`src/rtl/hbr_pkg.sv`:
```
package hbr_pkg;
  typedef enum logic {SRC_P0 = 1'b0, SRC_P1 = 1'b1} src_e;
endpackage

```
`src/rtl/hbr_bank_hash.sv`:
```
module hbr_bank_hash #(
  parameter int BB      = 2,
  parameter bit HASH_EN = 1'b1
) (
  input  logic [BB-1:0] idx_lo,
  input  logic [BB-1:0] tag_lo,
  output logic [BB-1:0] bank
);
  localparam logic [BB-1:0] TAG_MASK = HASH_EN ? {BB{1'b1}} : {BB{1'b0}};
  assign bank = idx_lo ^ (tag_lo & TAG_MASK);
endmodule

```
`src/rtl/hbr_arbiter.sv`:
```
module hbr_arbiter #(
  parameter int BB = 2
) (
  input  logic          clk,
  input  logic          rst,
  input  logic          v0,
  input  logic          v1,
  input  logic [BB-1:0] b0,
  input  logic [BB-1:0] b1,
  output logic          rdy0,
  output logic          rdy1
);
  logic clash;
  logic p1_owed_q;

  assign clash = v0 && v1 && (b0 == b1);
  assign rdy0  = !(clash && p1_owed_q);
  assign rdy1  = !(clash && !p1_owed_q);

  always_ff @(posedge clk) begin
    if (rst) p1_owed_q <= 1'b0;
    else     p1_owed_q <= v1 && !rdy1;
  end

  AST_SPLIT_BANKS_BOTH_GO: assert property (@(posedge clk) disable iff (rst)
    (v0 && v1 && b0 != b1) |-> (rdy0 && rdy1));
  AST_CLASH_ONE_WINNER: assert property (@(posedge clk) disable iff (rst)
    (v0 && v1) |-> (rdy0 || rdy1));
  AST_P1_LOSER_NEXT: assert property (@(posedge clk) disable iff (rst)
    (v1 && !rdy1) |=> rdy1);
  AST_P0_LOSER_NEXT: assert property (@(posedge clk) disable iff (rst)
    (v0 && !rdy0) |=> rdy0);
endmodule

```
`src/rtl/hbr_out_stage.sv`:
```
module hbr_out_stage
  import hbr_pkg::*;
#(
  parameter int NB = 4,
  parameter int BB = 2,
  parameter int AW = 32,
  parameter int DW = 32
) (
  input  logic           clk,
  input  logic           rst,
  input  logic           go0,
  input  logic           go1,
  input  logic [BB-1:0]  b0,
  input  logic [BB-1:0]  b1,
  input  logic [AW-1:0]  a0,
  input  logic [AW-1:0]  a1,
  input  logic [DW-1:0]  d0,
  input  logic [DW-1:0]  d1,
  output logic [NB-1:0]    q_valid,
  output logic [NB*AW-1:0] q_addr,
  output logic [NB*DW-1:0] q_data,
  output logic [NB-1:0]    q_src
);
  for (genvar b = 0; b < NB; b++) begin : g_bank
    logic          hit0, hit1;
    logic          vld_q;
    logic [AW-1:0] addr_q;
    logic [DW-1:0] data_q;
    src_e          src_q;

    assign hit0 = go0 && (b0 == BB'(b));
    assign hit1 = go1 && (b1 == BB'(b));

    always_ff @(posedge clk) begin
      if (rst) vld_q <= 1'b0;
      else     vld_q <= hit0 || hit1;
    end

    always_ff @(posedge clk) begin
      if (hit0) begin
        addr_q <= a0;
        data_q <= d0;
        src_q  <= SRC_P0;
      end else if (hit1) begin
        addr_q <= a1;
        data_q <= d1;
        src_q  <= SRC_P1;
      end
    end

    assign q_valid[b]          = vld_q;
    assign q_addr[b*AW +: AW]  = addr_q;
    assign q_data[b*DW +: DW]  = data_q;
    assign q_src[b]            = src_q;

    AST_BANK_SINGLE_SOURCE: assert property (@(posedge clk) disable iff (rst)
      !(hit0 && hit1));
  end
endmodule

```
`src/rtl/hashed_bank_router.sv`:
```
module hashed_bank_router #(
  parameter int AW         = 32,
  parameter int DW         = 32,
  parameter int LINE_BYTES = 64,
  parameter int NUM_BANKS  = 4,
  parameter int INDEX_BITS = 8,
  parameter bit HASH_EN    = 1'b1
) (
  input  logic                  clk,
  input  logic                  rst,
  input  logic                  p0_valid,
  output logic                  p0_ready,
  input  logic [AW-1:0]         p0_addr,
  input  logic [DW-1:0]         p0_data,
  input  logic                  p1_valid,
  output logic                  p1_ready,
  input  logic [AW-1:0]         p1_addr,
  input  logic [DW-1:0]         p1_data,
  output logic [NUM_BANKS-1:0]    bank_valid,
  output logic [NUM_BANKS*AW-1:0] bank_addr,
  output logic [NUM_BANKS*DW-1:0] bank_data,
  output logic [NUM_BANKS-1:0]    bank_src
);
  localparam int OFF_BITS = $clog2(LINE_BYTES);
  localparam int BB       = $clog2(NUM_BANKS);
  localparam int TAG_LSB  = OFF_BITS + INDEX_BITS;

  logic [1:0]          vld;
  logic [1:0][AW-1:0]  addr;
  logic [1:0][BB-1:0]  bsel;
  logic                go0, go1;

  assign vld  = {p1_valid, p0_valid};
  assign addr = {p1_addr, p0_addr};

  for (genvar p = 0; p < 2; p++) begin : g_port
    hbr_bank_hash #(.BB(BB), .HASH_EN(HASH_EN)) u_hash (
      .idx_lo (addr[p][OFF_BITS +: BB]),
      .tag_lo (addr[p][TAG_LSB +: BB]),
      .bank   (bsel[p])
    );
  end

  hbr_arbiter #(.BB(BB)) u_arb (
    .clk  (clk),
    .rst  (rst),
    .v0   (vld[0]),
    .v1   (vld[1]),
    .b0   (bsel[0]),
    .b1   (bsel[1]),
    .rdy0 (p0_ready),
    .rdy1 (p1_ready)
  );

  assign go0 = p0_valid && p0_ready;
  assign go1 = p1_valid && p1_ready;

  hbr_out_stage #(.NB(NUM_BANKS), .BB(BB), .AW(AW), .DW(DW)) u_out (
    .clk     (clk),
    .rst     (rst),
    .go0     (go0),
    .go1     (go1),
    .b0      (bsel[0]),
    .b1      (bsel[1]),
    .a0      (p0_addr),
    .a1      (p1_addr),
    .d0      (p0_data),
    .d1      (p1_data),
    .q_valid (bank_valid),
    .q_addr  (bank_addr),
    .q_data  (bank_data),
    .q_src   (bank_src)
  );

  AST_HELD_P0_STABLE: assert property (@(posedge clk) disable iff (rst)
    (p0_valid && !p0_ready) |=> (p0_valid && $stable(p0_addr) && $stable(p0_data)));
  AST_HELD_P1_STABLE: assert property (@(posedge clk) disable iff (rst)
    (p1_valid && !p1_ready) |=> (p1_valid && $stable(p1_addr) && $stable(p1_data)));
  AST_NO_SPURIOUS_OUT: assert property (@(posedge clk) disable iff (rst)
    (|bank_valid) |-> $past(go0 || go1));
  AST_OUT_COUNT: assert property (@(posedge clk) disable iff (rst)
    $countones(bank_valid) <= $past(32'(go0) + 32'(go1)));
endmodule

```
`config.mk`:
```
export PLATFORM = sky130hd
export DESIGN_NAME = hashed_bank_router
export DESIGN_NICKNAME = d
export VERILOG_FILES = /design/src/rtl/hbr_pkg.sv /design/src/rtl/hbr_bank_hash.sv /design/src/rtl/hbr_arbiter.sv /design/src/rtl/hbr_out_stage.sv /design/src/rtl/hashed_bank_router.sv
export SDC_FILE = /design/constraint.sdc
export NUM_CORES = 1
export LEC_CHECK = 0
export ABC_AREA = 1
export BUFFER_PORTS_ARGS = -buffer_cell sky130_fd_sc_hd__buf_4
export CAP_MARGIN = 20
export CORE_ASPECT_RATIO = 0.6
export CORE_MARGIN = 8
export CORE_UTILIZATION = 54
export CTS_CLUSTER_DIAMETER = 40
export CTS_CLUSTER_SIZE = 10
export DETAILED_ROUTE_END_ITERATION = 8
export GPL_TIMING_DRIVEN = 0
export PLACE_DENSITY = 0.92
export SETUP_SLACK_MARGIN = 0.05
export SYNTH_ARGS = -nofsm -noshare
export SYNTH_HDL_FRONTEND = slang
export SYNTH_SLANG_ARGS = --single-unit
```
`constraint.sdc`:
```
create_clock -name clk -period 9.8 [get_ports clk]
set_input_delay 2.94 -clock clk [delete_from_list [all_inputs] [get_ports clk]]
set_output_delay 2.94 -clock clk [all_outputs]
set_load 0.01 [all_outputs]
```
Word level (Yosys, flattened, before mapping)
Cells that the tools add are included.
Word-level totals
  register bits: 265
  bits of input ports: 132
  output and inout port bits: 266
Cells by class
  equality and inequality tests: 7
  mux-type cells: 16
  bitwise operators: 2
  reduce and logical (&&, ||, !) cells: 28
Operators by type and width (count)
  $mux 32: 16
  $logic_and 1x1->1: 15
  $eq 2x2->1 const B: 4
  $reduce_bool 2->1: 4
  $eq 2x1->1 const B: 2
  $logic_not 2->1: 2
  $logic_or 1x1->1: 4
  $xor 2x2->2: 2
  $logic_not 1->1: 3
  $eq 2x2->1: 1

Logic depth before layout (Yosys ltp)
Gate-level depths: netlist of the first run.
  word-level depth: 9
  gate-level depth with buffers: 12
  depth with buffers taken out: 11

Modules after synthesis
From an unflattened synthesis of the first run, not the netlist that was laid out.
Second synthesis, totals
  cells, all modules: 977
  area, all modules: 11195.7 sq um
Modules (own cells, without submodules)
  hbr_out_stage: instances 1, cells an instance 938, area each 11015.6 sq um
  hbr_arbiter: instances 1, cells an instance 15, area each 90.1 sq um
  hbr_bank_hash: instances 2, cells an instance 10, area each 37.5 sq um
  hashed_bank_router: instances 1, cells an instance 4, area each 15.0 sq um

Worst setup path after synthesis of the first run
No wires, ideal clock.
  path type: input port to output port
  from: input port p0_addr[7]
  to: output port p1_ready
  arrival time: 3609 ps
  data required time: 6860 ps
  path slack: 3251 ps
  cell stages on the path: 6
  path buffers: 0
  path through: inv_2 nand2_1 nand2_1 nor2_1 nor2_2 nand3_1
Between the ends
  longest elaborated chain between the ends: 5
RTL lines
  start: declaration: RTL line hashed_bank_router.sv:13  | input logic [AW-1:0] p0_addr,
  $xor 2x2->2: RTL line hbr_bank_hash.sv:10  | assign bank = idx_lo ^ (tag_lo & TAG_MASK);
  $eq 2x2->1: RTL line hbr_arbiter.sv:16  | assign clash = v0 && v1 && (b0 == b1);
  $logic_and 1x1->1: RTL line hbr_arbiter.sv:16
  $logic_and 1x1->1: RTL line hbr_arbiter.sv:18  | assign rdy1 = !(clash && !p1_owed_q);
  $logic_not 1->1: RTL line hbr_arbiter.sv:18
  end: declaration: RTL line hashed_bank_router.sv:16  | output logic p1_ready,
Every way passes these cells.

Worst setup path after layout of the first run
Ends and elaborated chain as after synthesis.

==> impl_metrics.tcl, run 1 <==
set metrics [dict create \
    status "complete, no violations" \
    setup.reg_to_reg.worst_slack_ns 7.77 \
    routed_wirelength_um 42800 \
    power-per-cell-area_nw_per_um2 196 \
    viasPerCell 5.84 \
    postRouteAntennaNets 0 \
    number_of_synthesized_flops_with_an_enable_pin 256 \
    crit_path_cell_trace "buf_4 > inv_2 > nand2_1 > nand2_1 > nor2_1 > nor2_2 > nand3_1 > buf_4" \
    synth.yosys.warnings 0 \
    p_switching_mw 0.784 \
    clock-root-buffer "sky130_fd_sc_hd__clkbuf_16" \
    worst_path_largest_cell_delay_ns 0.22 \
    detail_route.iter0.violations 1192 \
    synth_area_per_cell_um2 11.3 \
    syn_area_um2 11100 \
    grt_util_all_layers 0.316 \
    maxSlewHeadroom 0.469 \
    library_cell_occupying_the_most_area_in_the_post_synthesis_netlist "sky130_fd_sc_hd__edfxtp_1" \
    worstSetupPathDepth 8 \
    port_buffers 397 \
    min-delay-path-class "reg2reg" \
    worst_path_dominant_cell_family "simple AND/OR/NAND/NOR gates" \
    leakage_nw 6.99 \
    pwr-share-seq 0.456 \
    initial_core_utilization 0.553 \
    netlist.area_leader.share 0.691 \
    detail_placement_hpwl_um 30100 \
    cts_buffers 35 \
    layout-drive-gt1-share 0.359 \
    die_height_um 127 \
    synth-main-ff-cell "sky130_fd_sc_hd__edfxtp_1" \
    min-delay-start "u_out.g_bank[2].src_q$_SDFFE_PP0P_" \
    rr_startpoint "u_arb.p1_owed_q$_SDFF_PP0_" \
    peakVddDrop_mv 0.128 \
    cts_hold_buffers 0 \
    boundaryPins 398 \
    grt-ovfl-total 0 \
    slowest_stage "sky130_fd_sc_hd__buf_4" \
    timing.setup.critical_path_class "in2out" \
    cts_repair_resize_count 0 \
    setup_violations 0 \
    synthesis.instances 980 \
    placed_cells_incl_taps 1654 \
    tightestPinTransition_ns 0.797 \
    cp_data_required_time_ns 6.86 \
    wire_per_inst_um 25.0 \
    crit_path_end "p1_ready" \
    tritoncts "built" \
    p_sw_frac 0.256 \
    clock_latency_ns 0.49 \
    clock.fmax_mhz 141 \
    area_of_the_die_um2 25600 \
    cts.htree.levels 2 \
    startpoint_type "input pin" \
    post-cts-setup-buffers 0 \
    drv_slew 0 \
    vias 9992 \
    crit_path_end_kind "primary output" \
    power_frac_comb 0.158 \
    timing.final.crit_period_ns 7.09 \
    finClkSkew_ns 0.0135 \
    share_clk_of_total_power 0.386 \
    remaining_drc_errors 0 \
    syn-num-nets 1112 \
    maxCapViolCount 0 \
    detail_route.first_pass.iterations 6 \
    synthTopCellsByArea "sky130_fd_sc_hd__edfxtp_1, sky130_fd_sc_hd__nand2_1, sky130_fd_sc_hd__o21ai_0, sky130_fd_sc_hd__o21ai_1, sky130_fd_sc_hd__inv_1" \
    final_nets 1550 \
    core_region_area_um2 20100 \
    worstRegToRegCells 5 \
    die-width_um 201 \
    antenna_found_initial 2 \
    worstSetupStartpoint "p0_addr[7]" \
    synth.yosys.seq_area_share 0.707 \
    synth.lib_cells_used.distinct 18 \
    fin_setup_tns_ns 0 \
    internal_power_mw 2.28 \
    finalCritPeriodShare 0.724 \
    core.rowCount 40 \
    timing_hold_violations_final 0 \
    number_of_global_route_vias_before_repair 9954 \
    arrival_time_reported_for_the_critical_path_endpoint_ns 4.15 \
    synth_async_sr_flop_share 0 \
    wire_length_of_the_first_global_routing_pass_um 61700 \
    clk_transition_reported_paths_ns 0.05 \
    ys_ff_latch 265 \
    rsz_0062_raised_after_global_routing "no" \
    gp_routability_congestion 0.895 \
    area_delta_synth_final_pct 40.4 \
    pin_count_of_the_biggest_net_entering_global_routing 46 \
    critical_path.n_buffers_inverters 3 \
    ctsLongestPathBuffers 3 \
    reg2reg_to "u_out.g_bank[0].data_q[20]$_DFFE_PP_" \
    numClockSinks 265 \
    critical_path_peak_fanout 7 \
    layoutNonFillerInstCount 1710 \
]
kinds of logic (layout without fill, tap and decap cells):
group           count (synthesis)  count (layout)  synth area share
other cells                     0               1                 0
compound gates                261             261             0.118
flops                         265             265             0.707
buf+inv                       143             599            0.0656
simple gates                  311             311             0.109
worst min-delay path by stage:
| stage | end | slack [ns] | cells after the start |
|---|---|---|---|
| 2_1_floorplan | u_out.g_bank[0].src_q$_SDFFE_PP0P_ | 0.49 | 4 |
| 3_3_place_gp | u_out.g_bank[2].src_q$_SDFFE_PP0P_ | 0.50 | 4 |
| 3_5_place_dp | u_out.g_bank[1].src_q$_SDFFE_PP0P_ | 0.52 | 4 |
| 4_1_cts | u_out.g_bank[1].src_q$_SDFFE_PP0P_ | 0.53 | 4 |
| 5_1_grt | u_out.g_bank[2].src_q$_SDFFE_PP0P_ | 0.59 | 4 |
| 6_report | u_out.g_bank[2].src_q$_SDFFE_PP0P_ | 0.53 | 4 |
sequential cells by signal, summed over array words and instances, names as in the netlist:
signal / count
u_out.g_bank.addr_q: 128
u_out.g_bank.data_q: 128
u_out.g_bank.src_q: 4
u_out.g_bank.vld_q: 4
u_arb.p1_owed_q: 1
synth_stat cells, types with 3 or more instances:
cell                       count
sky130_fd_sc_hd__nand3_1       5
sky130_fd_sc_hd__nor2_1       10
sky130_fd_sc_hd__a21oi_1       4
sky130_fd_sc_hd__nand2_1     290
sky130_fd_sc_hd__buf_6         8
sky130_fd_sc_hd__o21ai_1      59
sky130_fd_sc_hd__clkbuf_1      8
sky130_fd_sc_hd__nand3_2       4
sky130_fd_sc_hd__buf_2        19
sky130_fd_sc_hd__buf_4        29
sky130_fd_sc_hd__inv_1        76
sky130_fd_sc_hd__dfxtp_1       9
sky130_fd_sc_hd__inv_2         3
sky130_fd_sc_hd__o21ai_0     197
sky130_fd_sc_hd__edfxtp_1    256
cell usage in the layout, fill, tap and decap left out, types with 2 or more instances in the layout:
master                         n
sky130_fd_sc_hd__a21oi_1       4
sky130_fd_sc_hd__buf_12        3
sky130_fd_sc_hd__buf_2        19
sky130_fd_sc_hd__buf_4       426
sky130_fd_sc_hd__buf_6         8
sky130_fd_sc_hd__clkbuf_1     17
sky130_fd_sc_hd__clkbuf_16    37
sky130_fd_sc_hd__clkinv_2      3
sky130_fd_sc_hd__clkinvlp_4    2
sky130_fd_sc_hd__dfxtp_1       9
sky130_fd_sc_hd__edfxtp_1    256
sky130_fd_sc_hd__inv_1        76
sky130_fd_sc_hd__inv_2         3
sky130_fd_sc_hd__nand2_1     286
sky130_fd_sc_hd__nand2_4       4
sky130_fd_sc_hd__nand3_1       5
sky130_fd_sc_hd__nand3_2       4
sky130_fd_sc_hd__nor2_1       10
sky130_fd_sc_hd__o21ai_0     197
sky130_fd_sc_hd__o21ai_1      59
power by group through the flow:
stage | registers, mW | clock network, mW | logic (mW)
6_report | 1.39 | 1.18 | 0.484
5_1_grt | 1.40 | 1.22 | 0.514
4_1_cts | 1.39 | 1.18 | 0.480
3_5_place_dp | 1.41 | 0 | 0.475
3_3_place_gp | 1.42 | 0 | 0.446
2_1_floorplan | 1.45 | 0 | 0.156
through the flow:
step | total power [mW] | util | setup slack (ns) | area [um^2] | hold WS [ns]
floorplan | 1.61 | - | 3.25 | 11100 | 0.487
global placement | 1.87 | 0.718 | 2.57 | 14400 | 0.500
detailed placement | 1.89 | 0.724 | 2.78 | 14600 | 0.518
CTS | 3.05 | 0.776 | 2.74 | 15600 | 0.526
global route | 3.14 | 0.776 | 2.63 | 15600 | 0.587
finish | 3.06 | 0.776 | 2.71 | 15600 | 0.528
metal layers:
layer,track usage,part of all wire
met5,0,0.00026
met4,0.106,0.037
met3,0.110,0.16
met2,0.531,0.48
met1,0.379,0.33
worst reg2reg max path: stages, from the launching register on:
cell and delay (ns):
sky130_fd_sc_hd__dfxtp_1 0.38, sky130_fd_sc_hd__inv_1 0.06, sky130_fd_sc_hd__nand3_1 0.19, sky130_fd_sc_hd__nand3_1 0.25, sky130_fd_sc_hd__nand2_4 0.49, sky130_fd_sc_hd__buf_12 0.33
area by class of cell:
cell class | count | area [um^2]
flip-flops and latches | 265 | 7870
fillers | 1237 | 4510
repair buffers | 401 | 3070
multi-input cells | 572 | 2550
clock buffers | 47 | 973
plain buffers | 64 | 433
well taps | 273 | 342
inverters | 79 | 297
clock inverters | 8 | 72.6
diodes | 1 | 2.50
Power figures use the tool's default switching activity.
==> run 2: changes to the inputs <==
- CORE_UTILIZATION: 54 -> 45
- PLACE_DENSITY: 0.92 -> 0.82
- clock period: 9.8 -> 5.75 ns (I/O delays scaled with it)
==> run 2 against run 1 <==
- flip-flop and latch count is the same
- cell area is the same
- critical path depth is the same
- setup slack lost 1.6 ns
- clock-buffer cell count shrank 3
- clock skew shrank 0.0014 ns
==> impl_metrics.tcl, run 2 (synthesis results as in run 1) <==
set metrics [dict create \
    post_route_m1_wl_um 15800 \
    pnr_worst_setup_slack_ns 1.14 \
    clk_transition_reported_paths_ns 0.05 \
    setup_violations 0 \
    clock-root-buffer "sky130_fd_sc_hd__clkbuf_16" \
    layout-drive-gt1-share 0.359 \
    number_of_global_route_vias_before_repair 9299 \
    tritoncts "built" \
    timing_hold_violations_final 0 \
    boundaryPins 398 \
    critical_path_peak_fanout 7 \
    tightestPinTransition_ns 0.666 \
    core.rowCount 44 \
    maxSlewHeadroom 0.556 \
    power-per-cell-area_nw_per_um2 325 \
    peakVddDrop_mv 0.244 \
    routed_wirelength_um 40700 \
    design_area_um2 15600 \
    crit_path_end_kind "primary output" \
    worst_path_largest_cell_delay_ns 0.22 \
    place_worst_setup_slack_ns 1.17 \
    area_of_the_die_um2 30200 \
    largestRegisters "u_out.g_bank.addr_q x128, u_out.g_bank.data_q x128" \
    clock_latency_ns 0.50 \
    cts.htree.levels 2 \
    core_region_area_um2 24200 \
    status "complete, no violations" \
    vias 9703 \
    routed.top_layer "met4" \
    setup.reg_to_reg.worst_slack_ns 3.68 \
    placed_cells_incl_taps 1703 \
    cp_data_required_time_ns 4.03 \
    layout_commonest_cell "sky130_fd_sc_hd__buf_4" \
    postRouteAntennaNets 0 \
    leakage_nw 6.95 \
    dpl_cell_area_um2 14600 \
    numClockSinks 265 \
    arrival_time_reported_for_the_critical_path_endpoint_ns 2.88 \
    wire_length_of_the_first_global_routing_pass_um 57500 \
    drv_slew 0 \
    startpoint_type "input pin" \
    maxCapViolCount 0 \
    die-width_um 219 \
    pin_count_of_the_biggest_net_entering_global_routing 42 \
    hold-worst-slack_ns 0.530 \
    cts_repair_resize_count 0 \
    final_cell_mix "sky130_fd_sc_hd__buf_4, sky130_fd_sc_hd__nand2_1, sky130_fd_sc_hd__edfxtp_1" \
    met2RoutedLength_um 18600 \
    ctsLongestPathBuffers 3 \
    met3RoutedLength_um 5280 \
    crit_path_cell_trace "buf_4 > inv_2 > nand2_1 > nand2_1 > nor2_1 > nor2_2 > nand3_1 > buf_4" \
    internal_power_mw 3.78 \
    clock.fmax_mhz 217 \
    cts_hold_buffers 0 \
    min-delay-path-class "reg2reg" \
    power_frac_comb 0.160 \
    area_delta_synth_final_pct 40.4 \
    wire_per_inst_um 23.2 \
    finalCritPeriodShare 0.801 \
    gp_routability_congestion 0.904 \
    grt_util_all_layers 0.255 \
    rsz_0062_raised_after_global_routing "no" \
    viasPerCell 5.52 \
    grt-ovfl-total 0 \
    die_height_um 138 \
    p_sw_frac 0.257 \
    pwr-share-seq 0.467 \
    detail_route.first_pass.iterations 6 \
    initial_core_utilization 0.459 \
    remaining_drc_errors 0 \
    cts_buffers 35 \
    post-cts-setup-buffers 0 \
    port_buffers 397 \
    timing.setup.critical_path_class "in2out" \
    share_clk_of_total_power 0.373 \
    slowest_stage "sky130_fd_sc_hd__buf_4" \
    p_switching_mw 1.30 \
    timing.final.crit_period_ns 4.61 \
    detail_route.iter0.violations 1633 \
    antenna_found_initial 3 \
    detail_placement_hpwl_um 29700 \
    finClkSkew_ns 0.0121 \
    layoutNonFillerInstCount 1758 \
    final_nets 1550 \
]
run 2: final timing paths:
check,start,end,cells after the start
worst max-delay path,p0_addr[7],p1_ready,8
worst min-delay path,u_out.g_bank[0].src_q$_SDFFE_PP0P_,u_out.g_bank[0].src_q$_SDFFE_PP0P_,4
worst max register to register,u_arb.p1_owed_q$_SDFF_PP0_,u_out.g_bank[3].addr_q[22]$_DFFE_PP_,5
worst min register to register,u_out.g_bank[0].src_q$_SDFFE_PP0P_,u_out.g_bank[0].src_q$_SDFFE_PP0P_,4
run 2: critical path, delay by kind of cell:
family / cells / cell delay (ns)
and+or+nand+nor: 5 / 0.68
buffers and inverters: 3 / 0.48
run 2: power groups by stage:
stage                     Clock, mW  Combinational (mW)  Sequential, mW
after floorplan                   0               0.266            2.48
after global placement            0               0.769            2.42
after detailed placement          0               0.808            2.41
after CTS                      1.91               0.813            2.37
after global routing           1.98               0.872            2.38
final                          1.90               0.810            2.37
run 2: area by class of cell:
class / instances / area, um^2
clock inverter: 7 / 50.0
clock buffer: 44 / 920
tap: 322 / 403
inverter: 79 / 297
buffer: 64 / 433
multi-input combinational: 572 / 2550
antenna: 4 / 10.0
sequential: 265 / 7870
fill: 1870 / 8610
timing repair buffer: 401 / 3080
run 2: per-stage QoR:
stage               TNS [ns]  total power, mW  utilization
detailed placement         0             3.22        0.604
global route               0             5.24        0.644
finish                     0             5.08        0.644
CTS                        0             5.10        0.644
floorplan                  0             2.74            -
global placement      -70.43             3.19        0.599
run 2: layer usage:
metal | global-route usage | vias to the layer above
li1 | - | 4245
met1 | 0.340 | 4650
met2 | 0.398 | 735
met3 | 0.0768 | 73
met4 | 0.0846 | 0
met5 | 0 | -
